[src/rtl/palport_pkg.sv]
package palport_pkg;

    typedef enum logic [1:0] {
        CMP_RED   = 2'd0,
        CMP_GREEN = 2'd1,
        CMP_BLUE  = 2'd2,
        CMP_VOID  = 2'd3
    } comp_e;

    localparam logic [1:0] SEL_DATA = 2'd0;
    localparam logic [1:0] SEL_CTRL = 2'd1;
    localparam logic [1:0] SEL_MODE = 2'd2;
    localparam logic [1:0] SEL_RSV  = 2'd3;

    localparam int NUM_COMP = 3;

endpackage

[src/rtl/palport_seq.sv]
module palport_seq
    import palport_pkg::*;
#(
    parameter int IDX_W  = 6,
    parameter int DATA_W = 8
) (
    input  logic              clk,
    input  logic              rst_n,
    input  logic              ctrl_wr,
    input  logic              mode_wr,
    input  logic              data_wr,
    input  logic              data_rd,
    input  logic [DATA_W-1:0] wr_data,
    output logic [IDX_W-1:0]  idx_o,
    output comp_e             comp_o,
    output logic              winh_o,
    output logic              rinh_o,
    output logic              store_we
);

    comp_e             comp_q, comp_d;
    logic [IDX_W-1:0]  idx_q, idx_d;
    logic              winh_q, rinh_q;
    logic              step_s;
    logic              wrap_s;

    assign step_s = (data_wr && !winh_q) || (data_rd && !rinh_q);

    // state register
    always_ff @(posedge clk or negedge rst_n) begin
        if (!rst_n) begin
            comp_q <= CMP_RED;
            idx_q  <= '0;
        end else begin
            comp_q <= comp_d;
            idx_q  <= idx_d;
        end
    end

    // next state
    always_comb begin
        comp_d = comp_q;
        wrap_s = 1'b0;
        if (ctrl_wr) begin
            comp_d = comp_e'(wr_data[1:0]);
        end else if (step_s) begin
            unique case (comp_q)
                CMP_RED:   comp_d = CMP_GREEN;
                CMP_GREEN: comp_d = CMP_BLUE;
                CMP_BLUE: begin
                    comp_d = CMP_RED;
                    wrap_s = 1'b1;
                end
                CMP_VOID: begin
                    comp_d = CMP_RED;
                    wrap_s = 1'b1;
                end
            endcase
        end
    end

    always_comb begin
        if (ctrl_wr)
            idx_d = wr_data[IDX_W+1:2];
        else if (wrap_s)
            idx_d = idx_q + 1'b1;
        else
            idx_d = idx_q;
    end

    // inhibit bits
    always_ff @(posedge clk or negedge rst_n) begin
        if (!rst_n) begin
            winh_q <= 1'b0;
            rinh_q <= 1'b0;
        end else if (mode_wr) begin
            winh_q <= wr_data[0];
            rinh_q <= wr_data[1];
        end
    end

    // outputs
    always_comb begin
        store_we = 1'b0;
        unique case (comp_q)
            CMP_RED, CMP_GREEN, CMP_BLUE: store_we = data_wr;
            CMP_VOID:                     store_we = 1'b0;
        endcase
        idx_o  = idx_q;
        comp_o = comp_q;
        winh_o = winh_q;
        rinh_o = rinh_q;
    end

endmodule

[src/rtl/palport_store.sv]
module palport_store
    import palport_pkg::*;
#(
    parameter int                IDX_W    = 6,
    parameter int                DATA_W   = 8,
    parameter logic [DATA_W-1:0] RED_MASK = 8'h9F,
    parameter logic [DATA_W-1:0] GB_MASK  = 8'h1F
) (
    input  logic                              clk,
    input  logic                              rst_n,
    input  logic                              we,
    input  comp_e                             comp,
    input  logic [IDX_W-1:0]                  idx,
    input  logic [DATA_W-1:0]                 wdata,
    output logic [NUM_COMP-1:0][DATA_W-1:0]   rcomp
);

    localparam int ENTRIES = 1 << IDX_W;

    genvar k;
    generate
        for (k = 0; k < NUM_COMP; k++) begin : g_comp
            localparam logic [DATA_W-1:0] MASK = (k == 0) ? RED_MASK : GB_MASK;
            logic [DATA_W-1:0] mem [ENTRIES];
            logic              hit;

            assign hit = we && (comp == comp_e'(k));

            always_ff @(posedge clk or negedge rst_n) begin
                if (!rst_n) begin
                    for (int e = 0; e < ENTRIES; e++)
                        mem[e] <= '0;
                end else if (hit) begin
                    mem[idx] <= wdata & MASK;
                end
            end

            assign rcomp[k] = mem[idx];
        end
    endgenerate

endmodule

[src/rtl/palport_rdmux.sv]
module palport_rdmux
    import palport_pkg::*;
#(
    parameter int IDX_W  = 6,
    parameter int DATA_W = 8
) (
    input  logic                            clk,
    input  logic                            rst_n,
    input  logic                            rd_s,
    input  logic [1:0]                      sel,
    input  comp_e                           comp,
    input  logic [IDX_W-1:0]                idx,
    input  logic                            winh,
    input  logic                            rinh,
    input  logic [NUM_COMP-1:0][DATA_W-1:0] rcomp,
    output logic [DATA_W-1:0]               rd_data
);

    logic [DATA_W-1:0] data_val;
    logic [DATA_W-1:0] src_val;
    logic [DATA_W-1:0] rd_q;

    always_comb begin
        data_val = '0;
        unique case (comp)
            CMP_RED:   data_val = rcomp[0];
            CMP_GREEN: data_val = rcomp[1];
            CMP_BLUE:  data_val = rcomp[2];
            CMP_VOID:  data_val = '0;
        endcase
    end

    always_comb begin
        src_val = '0;
        unique case (sel)
            SEL_DATA: src_val = data_val;
            SEL_CTRL: src_val = DATA_W'({idx, comp});
            SEL_MODE: src_val = DATA_W'({rinh, winh});
            SEL_RSV:  src_val = '0;
        endcase
    end

    always_ff @(posedge clk or negedge rst_n) begin
        if (!rst_n)
            rd_q <= '0;
        else if (rd_s)
            rd_q <= src_val;
    end

    assign rd_data = rd_q;

endmodule

[src/rtl/palport.sv]
module palport
    import palport_pkg::*;
#(
    parameter int                IDX_W    = 6,
    parameter int                DATA_W   = 8,
    parameter logic [DATA_W-1:0] RED_MASK = 8'h9F,
    parameter logic [DATA_W-1:0] GB_MASK  = 8'h1F
) (
    input  logic              clk,
    input  logic              rst_n,
    input  logic [1:0]        reg_sel,
    input  logic              wr_en,
    input  logic              rd_en,
    input  logic [DATA_W-1:0] wr_data,
    output logic [DATA_W-1:0] rd_data
);

    logic                            rd_s;
    logic                            data_wr, data_rd, ctrl_wr, mode_wr;
    logic [IDX_W-1:0]                idx_w;
    comp_e                           comp_w;
    logic                            winh_w, rinh_w, store_we;
    logic [NUM_COMP-1:0][DATA_W-1:0] rcomp_w;

    // bus decode: a write wins over a read in the same cycle
    assign rd_s    = rd_en && !wr_en;
    assign data_wr = wr_en && (reg_sel == SEL_DATA);
    assign data_rd = rd_s  && (reg_sel == SEL_DATA);
    assign ctrl_wr = wr_en && (reg_sel == SEL_CTRL);
    assign mode_wr = wr_en && (reg_sel == SEL_MODE);

    palport_seq #(.IDX_W(IDX_W), .DATA_W(DATA_W)) u_seq (
        .clk      (clk),
        .rst_n    (rst_n),
        .ctrl_wr  (ctrl_wr),
        .mode_wr  (mode_wr),
        .data_wr  (data_wr),
        .data_rd  (data_rd),
        .wr_data  (wr_data),
        .idx_o    (idx_w),
        .comp_o   (comp_w),
        .winh_o   (winh_w),
        .rinh_o   (rinh_w),
        .store_we (store_we)
    );

    palport_store #(
        .IDX_W(IDX_W), .DATA_W(DATA_W), .RED_MASK(RED_MASK), .GB_MASK(GB_MASK)
    ) u_store (
        .clk   (clk),
        .rst_n (rst_n),
        .we    (store_we),
        .comp  (comp_w),
        .idx   (idx_w),
        .wdata (wr_data),
        .rcomp (rcomp_w)
    );

    palport_rdmux #(.IDX_W(IDX_W), .DATA_W(DATA_W)) u_rdmux (
        .clk     (clk),
        .rst_n   (rst_n),
        .rd_s    (rd_s),
        .sel     (reg_sel),
        .comp    (comp_w),
        .idx     (idx_w),
        .winh    (winh_w),
        .rinh    (rinh_w),
        .rcomp   (rcomp_w),
        .rd_data (rd_data)
    );

endmodule

[config.mk]
export PLATFORM = sky130hd
export DESIGN_NAME = palport
export DESIGN_NICKNAME = d
export VERILOG_FILES = /design/src/rtl/palport_pkg.sv /design/src/rtl/palport_seq.sv /design/src/rtl/palport_store.sv /design/src/rtl/palport_rdmux.sv /design/src/rtl/palport.sv
export SDC_FILE = /design/constraint.sdc
export NUM_CORES = 2
export LEC_CHECK = 0
export ABC_AREA = 0
export BUFFER_PORTS_ARGS = -buffer_cell sky130_fd_sc_hd__buf_2
export CAP_MARGIN = 20
export CORE_UTILIZATION = 31
export CTS_BUF_LIST = sky130_fd_sc_hd__clkbuf_4 sky130_fd_sc_hd__clkbuf_8
export DETAILED_ROUTE_END_ITERATION = 8
export HOLD_SLACK_MARGIN = 0.05
export PLACE_DENSITY_LB_ADDON = 0.08
export SYNTH_ARGS = -nofsm -noshare
export SYNTH_HDL_FRONTEND = slang
export SYNTH_SLANG_ARGS = --single-unit
[constraint.sdc]
create_clock -name clk -period 2.9 [get_ports clk]
set_input_delay 0.58 -clock clk [delete_from_list [all_inputs] [get_ports clk]]
set_output_delay 0.58 -clock clk [all_outputs]
set_load 0.02 [all_outputs]
**Word-level counts from Yosys, hierarchy flattened**

Index checks and enable logic that the tools add are counted.

- Add/sub/neg operators: 1
- Magnitude comparators: 2
- Eq/ne operators: 6
- Multiplexer cells: 25
- Bitwise gates (word level): 1
- Reductions and logical operators: 21

Operators by type and width:

| kind | count |
|---|---|
| 512-bit bitwise mux | 3 |
| 8-bit binary-select mux with 6-bit select | 3 |
| 8-bit case mux with 4 select lines | 2 |
| 8-bit 2-to-1 mux | 7 |
| 8-bit demux with 6-bit select | 1 |
| 6-bit 2-to-1 mux | 2 |
| 1-bit logical AND | 11 |
| 2-bit == test, second input constant | 4 |
| 7-bit >= comparator, second input constant | 1 |
| 7-bit by 1-bit < comparator with 1-bit output, second input constant | 1 |
| 6-bit NOT with 7-bit output | 1 |
| 6-bit by 1-bit adder with 6-bit output, second input constant | 1 |
| 2-bit case mux with 3 select lines | 1 |
| 2-bit by 1-bit == test with 1-bit output, second input constant | 2 |
| 2-bit logical NOT | 2 |
| 2-bit 2-to-1 mux | 2 |
| 2-bit nonzero test | 2 |
| 1-bit logical NOT | 3 |
| 1-bit 2-to-1 mux | 3 |
| 3-bit OR reduction | 1 |
| 1-bit case mux with 2 select lines | 1 |
| 2-bit OR reduction | 1 |
| 1-bit logical OR | 1 |

- Register bits: 1554
- Input port bits: 14
- Output and inout port bits: 8
- Word-level logic and storage cells: 253

**Depth between registers and ports, before layout**

- Depth in word-level cells: 9
- Gate-level depth with buffers: 13
- Depth with buffers taken out: 7

**Cells and area by module**

From an unflattened synthesis, not the netlist that was laid out.

- Cells, all modules: 3693
- Area, all modules: 48162.4 um^2

By module, submodules not included:

| module | instances | cells an instance | area each (um^2) | seq. area each (um^2) |
|---|---|---|---|---|
| palport_store | 1 | 3564 | 46925.0 | 25624.6 |
| palport_rdmux | 1 | 67 | 613.1 | 200.2 |
| palport_seq | 1 | 57 | 573.0 | 250.2 |
| palport | 1 | 5 | 51.3 | 0.0 |

**Worst setup path before layout**

No wires, ideal clock.

- Path kind: reg-to-reg
- From: reg u_seq.idx_q[0] (netlist: u_seq.idx_o[0])
- To: reg u_rdmux.rd_q[2] (netlist: u_rdmux.rd_data[2])
- Setup time: 0.134 ns
- Arrival time: 2.211 ns
- Required time: 2.766 ns
- Path slack: 0.556 ns
- Stages on the path, launching flop included: 11
- Buffers on the path: 4
- Clock period less this slack: 2.344 ns
- Path through: dfrtp_1 buf_6 buf_12 buf_12 buf_8 mux2_4 a221o_1 a222oi_1 o22ai_1 o31ai_2 a31oi_1

- Longest elaborated chain between the ends: 6
- Elaborated cells between the ends (all ways): 12
- Classes of those cells: mux (11); bitwise (1)

Ends and longest elaborated chain:

| element | line | text |
|---|---|---|
| start: declaration | palport_seq.sv:22 | `logic [IDX_W-1:0] idx_q, idx_d;` |
| start signal: assignment | palport_seq.sv:36 | `idx_q <= idx_d;` |
| 6-bit NOT with 7-bit output (not written as such) | palport_store.sv:38 | `assign rcomp[k] = mem[idx];` |
| 8-bit binary-select mux with 6-bit select | palport_store.sv:38 |  |
| 8-bit 2-to-1 mux (not written as such) (2 in a row) | palport_store.sv:38 |  |
| 8-bit case mux with 4 select lines | palport_rdmux.sv:25 | `unique case (comp)` |
| 8-bit case mux with 4 select lines (*) | palport_rdmux.sv:35 | `unique case (sel)` |
| end signal: assignment | palport_rdmux.sv:47 | `rd_q <= src_val;` |
| end: declaration | palport_rdmux.sv:21 | `logic [DATA_W-1:0] rd_q;` |

Every way passes the cells marked *; elsewhere a longest branch is shown, timed or not. The select of a mux whose other input is x is not followed.
A chain may end at the register's enable or synchronous reset.

**Worst setup path after layout**

- From: reg u_seq.idx_q[2] (netlist: u_seq.idx_o[2])
- To: reg u_rdmux.rd_q[2] (netlist: u_rdmux.rd_data[2])

- Longest elaborated chain between the ends: 6
- Elaborated cells between the ends (all ways): 12
- Classes of those cells: mux (11); bitwise (1)

Ends and longest elaborated chain:

| element | line |
|---|---|
| 6-bit NOT with 7-bit output (not written as such) (*) | palport_store.sv:38 |
| 8-bit binary-select mux with 6-bit select | palport_store.sv:38 |
| 8-bit 2-to-1 mux (not written as such) (2 in a row) | palport_store.sv:38 |
| 8-bit case mux with 4 select lines (*) | palport_rdmux.sv:25 |
| 8-bit case mux with 4 select lines (*) | palport_rdmux.sv:35 |

Marked as above.

==> summary.txt <==
STA
  – Post-route minimum period: 3.058 ns
  – Fmax: 0.3271 GHz
  – Worst-margin pin slew: 0.8489 ns
  – Setup TNS Final: -1.003 ns
  – Final setup viols: 25
  – RSZ-0062 raised after global routing: true
  – Clock skew: 0.05017 ns
  – Max-slew headroom: 0.4329
  – Fin. Hold Viols: 0
  – Max Slew Vio Count: 0
  – Post-route clock period utilization: 1.054
  – Post-route setup slack: -0.1576 ns

Synthesis
  – Post-synth top area cell: dfrtp_1
  – Syn Inst Count: 3,592
  – Avg Synthesized Cell Area: 13.38 um2
  – Post-synthesis sequential area ratio: 0.5423
  – Yosys cell types: 82
  – Compound-cell area share of the yosys netlist: 0.08380
  – Top-area cell type share of the netlist area: 0.5423
  – XOR/XNOR Fraction of Synth Area: 0
  – Synth Area in Simple Gates: 0.04427
  – Yosys synthesis warning count: 0
  – Post-synth EDFFs: 0
  – FFs w/ async S/R, synth: 1.000
  – Cells taking the most area after synthesis: dfrtp_1, mux2_2, a22oi_1
  – Main combinational cell family by area after synthesis: multiplexers
  – Register bit total from synthesis: 1,042
  – Area share of fa/ha/maj cells after synthesis: 0.0002602
  – Net count after synthesis: 3,607
  – Mux share of post-synthesis cell area: 0.2974
  – Top_reg_cell synth: dfrtp_1
  – Post-Synthesis Cell Area: 48,080 um2

Finish
  – Post-Layout Cell Count: 6,238
  – Share of cells above drive strength 1: 0.5134
  – Nets@finish: 4,069
  – Area growth, synth to finish: 24.73%
  – Final Cell Area: 59,970 um2
  – Most common cell after layout, fill and taps aside: mux2_2
  – Commonest non-fill, non-tap cells in the layout: mux2_2, dfrtp_1, buf_4, nand2_1, clkbuf_8

Global routing
  – M2 GR Usage: 0.3958
  – First-pass GRT wire length: 279,500 um
  – Largest net degree at the start of global routing: 124
  – GRT Util Overall: 0.2496
  – Initial antenna violation count: 13
  – Global route hottest layer: met2
  – Via count of the first global-routing pass: 36,150
  – M3 GR Usage: 0.04813
  – Met1 usage: 0.3425
  – Overflow after GRT: 0

Placed design
  – Place WS: -0.4416 ns
  – Placed cells: 5,850
  – Placed inst area: 54,470 um2
  – Port bufs: 21
  – Final HPWL DP: 135,700 um
  – Gpl congestion: 0.8974

Power and ir drop
  – Clock Power Share: 0.315
  – NetSw: 0.01696 W
  – Internal power: 0.03046 W
  – Seq pwr share: 0.342
  – Leak: 28.78 nW
  – Comb power frac: 0.343
  – Pwr Density: 790.8 nW/um2
  – Worst vdd ir: 0.0005079 V
  – Total power: 0.04743 W
  – Switching Share: 0.3577

Route
  – Iteration-0 DRC Markers: 2,606
  – ANT nets after route: 0
  – Vias: 34,300
  – DRT Wirelength: 197,100 um
  – Wire per inst: 31.59 um
  – Pre-Repair DR Iteration Count: 9
  – DR vias/cell: 5.498
  – # DRC: 0

Floorplanning
  – Core ar.: 154,000 um2
  – Rows: 144
  – Die Height: 395.8 um
  – Initial Util: 0.3121
  – Die span in x: 395.8 um
  – Die area: 156,700 um2
  – Io pins: 22

Worst setup path
  – Path depth of the worst reg2reg path: 10
  – Max Fanout on Critical Path: 20
  – WP buf/inv: 5
  – CP most frequent cell: buf_4
  – WP depth: 10
  – Critical path arrival: 3.85 ns
  – Worst stage delay on the critical path: 0.66 ns
  – R2R Setup Slk: -0.16 ns
  – Worst setup SP type: register
  – Reg-to-reg startpoint: u_seq.idx_o[2]$_DFFE_PN0P_
  – Required @ worst endpoint: 3.69 ns
  – Critical Path, Cell by Cell: buf_6, inv_2, buf_12, buf_4, a221o_1, a222oi_1, o221ai_1, o31ai_1, buf_4, a31oi_1
  – WS Path Type: register to register
  – CP endpoint kind: register
  – CP top delay family: compound AO/OA/AOI/OAI gates
  – CP Capture Point: u_rdmux.rd_data[2]$_DFFE_PN0N_
  – CP max-delay cell: a222oi_1
  – Critical Path Start: u_seq.idx_o[2]$_DFFE_PN0P_
  – RR Endpoint: u_rdmux.rd_data[2]$_DFFE_PN0N_

Clock network
  – CTS max path bufs: 3
  – Later-pin clock latency in the skew report: 0.95 ns
  – Root buf cell: clkbuf_8
  – CTS tree: built
  – Total CTS buffers: 191
  – # clock sinks: 1,042
  – Clock slew at reported path FFs: 0.06 ns
  – H-tree lvl count: 4

Min path
  – HP Class: input pin to asynchronous set/reset pin

Flow run
  – Maxcap violations: 0

Outcome
  – Failing checks: setup timing
  – Outcome: finished, violations left
[what timing repair did]
item | 4_1_cts | 5_1_grt
resized for setup | 117 | 72
setup buffers | 23 | 26
pin swaps | 23 | 40
hold buffers | 5 | 0
gates cloned | 5 | 3
hold endpoints to repair | 140 | 0
setup endpoints to repair | 191 | 72
[power groups by stage]
stage | logic, W | registers, W | clock network [W]
finish | 0.0163 | 0.0162 | 0.0149
global route | 0.0167 | 0.0163 | 0.0160
CTS | 0.0156 | 0.0162 | 0.0154
detailed placement | 0.0146 | 0.0164 | 0
global placement | 0.0145 | 0.0164 | 0
floorplan | 0.00608 | 0.0161 | 0
[through the flow]
step                      hold slack, ns    util
after global routing              0.1282  0.3893
after detailed placement          0.4859  0.3536
after CTS                        0.07969  0.3858
after global placement            0.4810  0.3536
final                             0.1458  0.3893
after floorplan                   0.2844       -
[per-layer routing]
metal,wire length (um),vias to the layer above,share of wire
li1,-,14350,-
met1,88360,18560,0.45
met2,90800,1071,0.46
met3,11660,298,0.059
met4,6211,10,0.032
met5,47,-,0.00024
[state kept, by name, summed over array words and instances, names as in the netlist]
| name | count |
|---|---|
| u_rdmux.rd_data | 8 |
| u_seq.comp_o | 2 |
| u_seq.idx_o | 6 |
| u_seq.rinh_o | 1 |
| u_seq.winh_o | 1 |
| u_store.g_comp.mem | 1024 |
[worst min path at each step]
| stage | cells after the start | from | endpoint |
|---|---|---|---|
| after floorplan | 0 | rst_n | u_rdmux.rd_data[0]$_DFFE_PN0N_ |
| after global placement | 1 | u_store.g_comp[0].mem[36]$_DFFE_PN0P_ | u_store.g_comp[0].mem[36]$_DFFE_PN0P_ |
| after detailed placement | 1 | u_store.g_comp[0].mem[52]$_DFFE_PN0P_ | u_store.g_comp[0].mem[52]$_DFFE_PN0P_ |
| after CTS | 3 | wr_en | u_seq.winh_o$_DFFE_PN0P_ |
| after global routing | 3 | wr_en | u_seq.rinh_o$_DFFE_PN0P_ |
| final | 2 | rst_n | u_store.g_comp[0].mem[72]$_DFFE_PN0P_ |
[synthesized netlist by cell type (5+ instances only)]
| cell type | instances |
|---|---|
| a211oi_1 | 10 |
| a21oi_1 | 58 |
| a221o_1 | 29 |
| a221oi_1 | 50 |
| a222oi_1 | 14 |
| a22o_1 | 35 |
| a22oi_1 | 161 |
| a31oi_1 | 26 |
| and2_1 | 11 |
| and3_1 | 5 |
| and4_1 | 12 |
| buf_1 | 12 |
| buf_2 | 63 |
| buf_4 | 12 |
| buf_6 | 28 |
| buf_8 | 6 |
| clkbuf_1 | 159 |
| dfrtp_1 | 1042 |
| inv_1 | 8 |
| mux2_1 | 10 |
| mux2_2 | 1094 |
| mux2i_1 | 93 |
| mux4_2 | 35 |
| nand2_1 | 263 |
| nand2b_1 | 7 |
| nand3_1 | 10 |
| nand4_1 | 5 |
| nor2_1 | 104 |
| nor2b_1 | 9 |
| nor3_1 | 15 |
| nor4_1 | 6 |
| o211ai_1 | 12 |
| o21ai_0 | 50 |
| o22ai_1 | 36 |
| o2bb2ai_1 | 12 |
| or3_1 | 7 |
[final cells by class]
cell class / count / area [um2]
Clock inverter: 18 / 237.7
Sequential cell: 1042 / 26090
Clock buffer: 313 / 3814
Fill cell: 14640 / 94080
Antenna cell: 2 / 5.005
Multi-Input combinational cell: 2258 / 21230
Tap cell: 2044 / 2557
Timing Repair Buffer: 553 / 6011
Inverter: 8 / 30.03
[kinds of logic after synthesis]
family | count (synthesis)
AO/OA/AOI/OAI | 541
buffers and inverters | 292
flip-flops | 1042
adder cells (fa/ha/maj) | 1
AND/OR/NAND/NOR | 477
multiplexers | 1239
No activity file was read; power rests on OpenSTA's default activity.
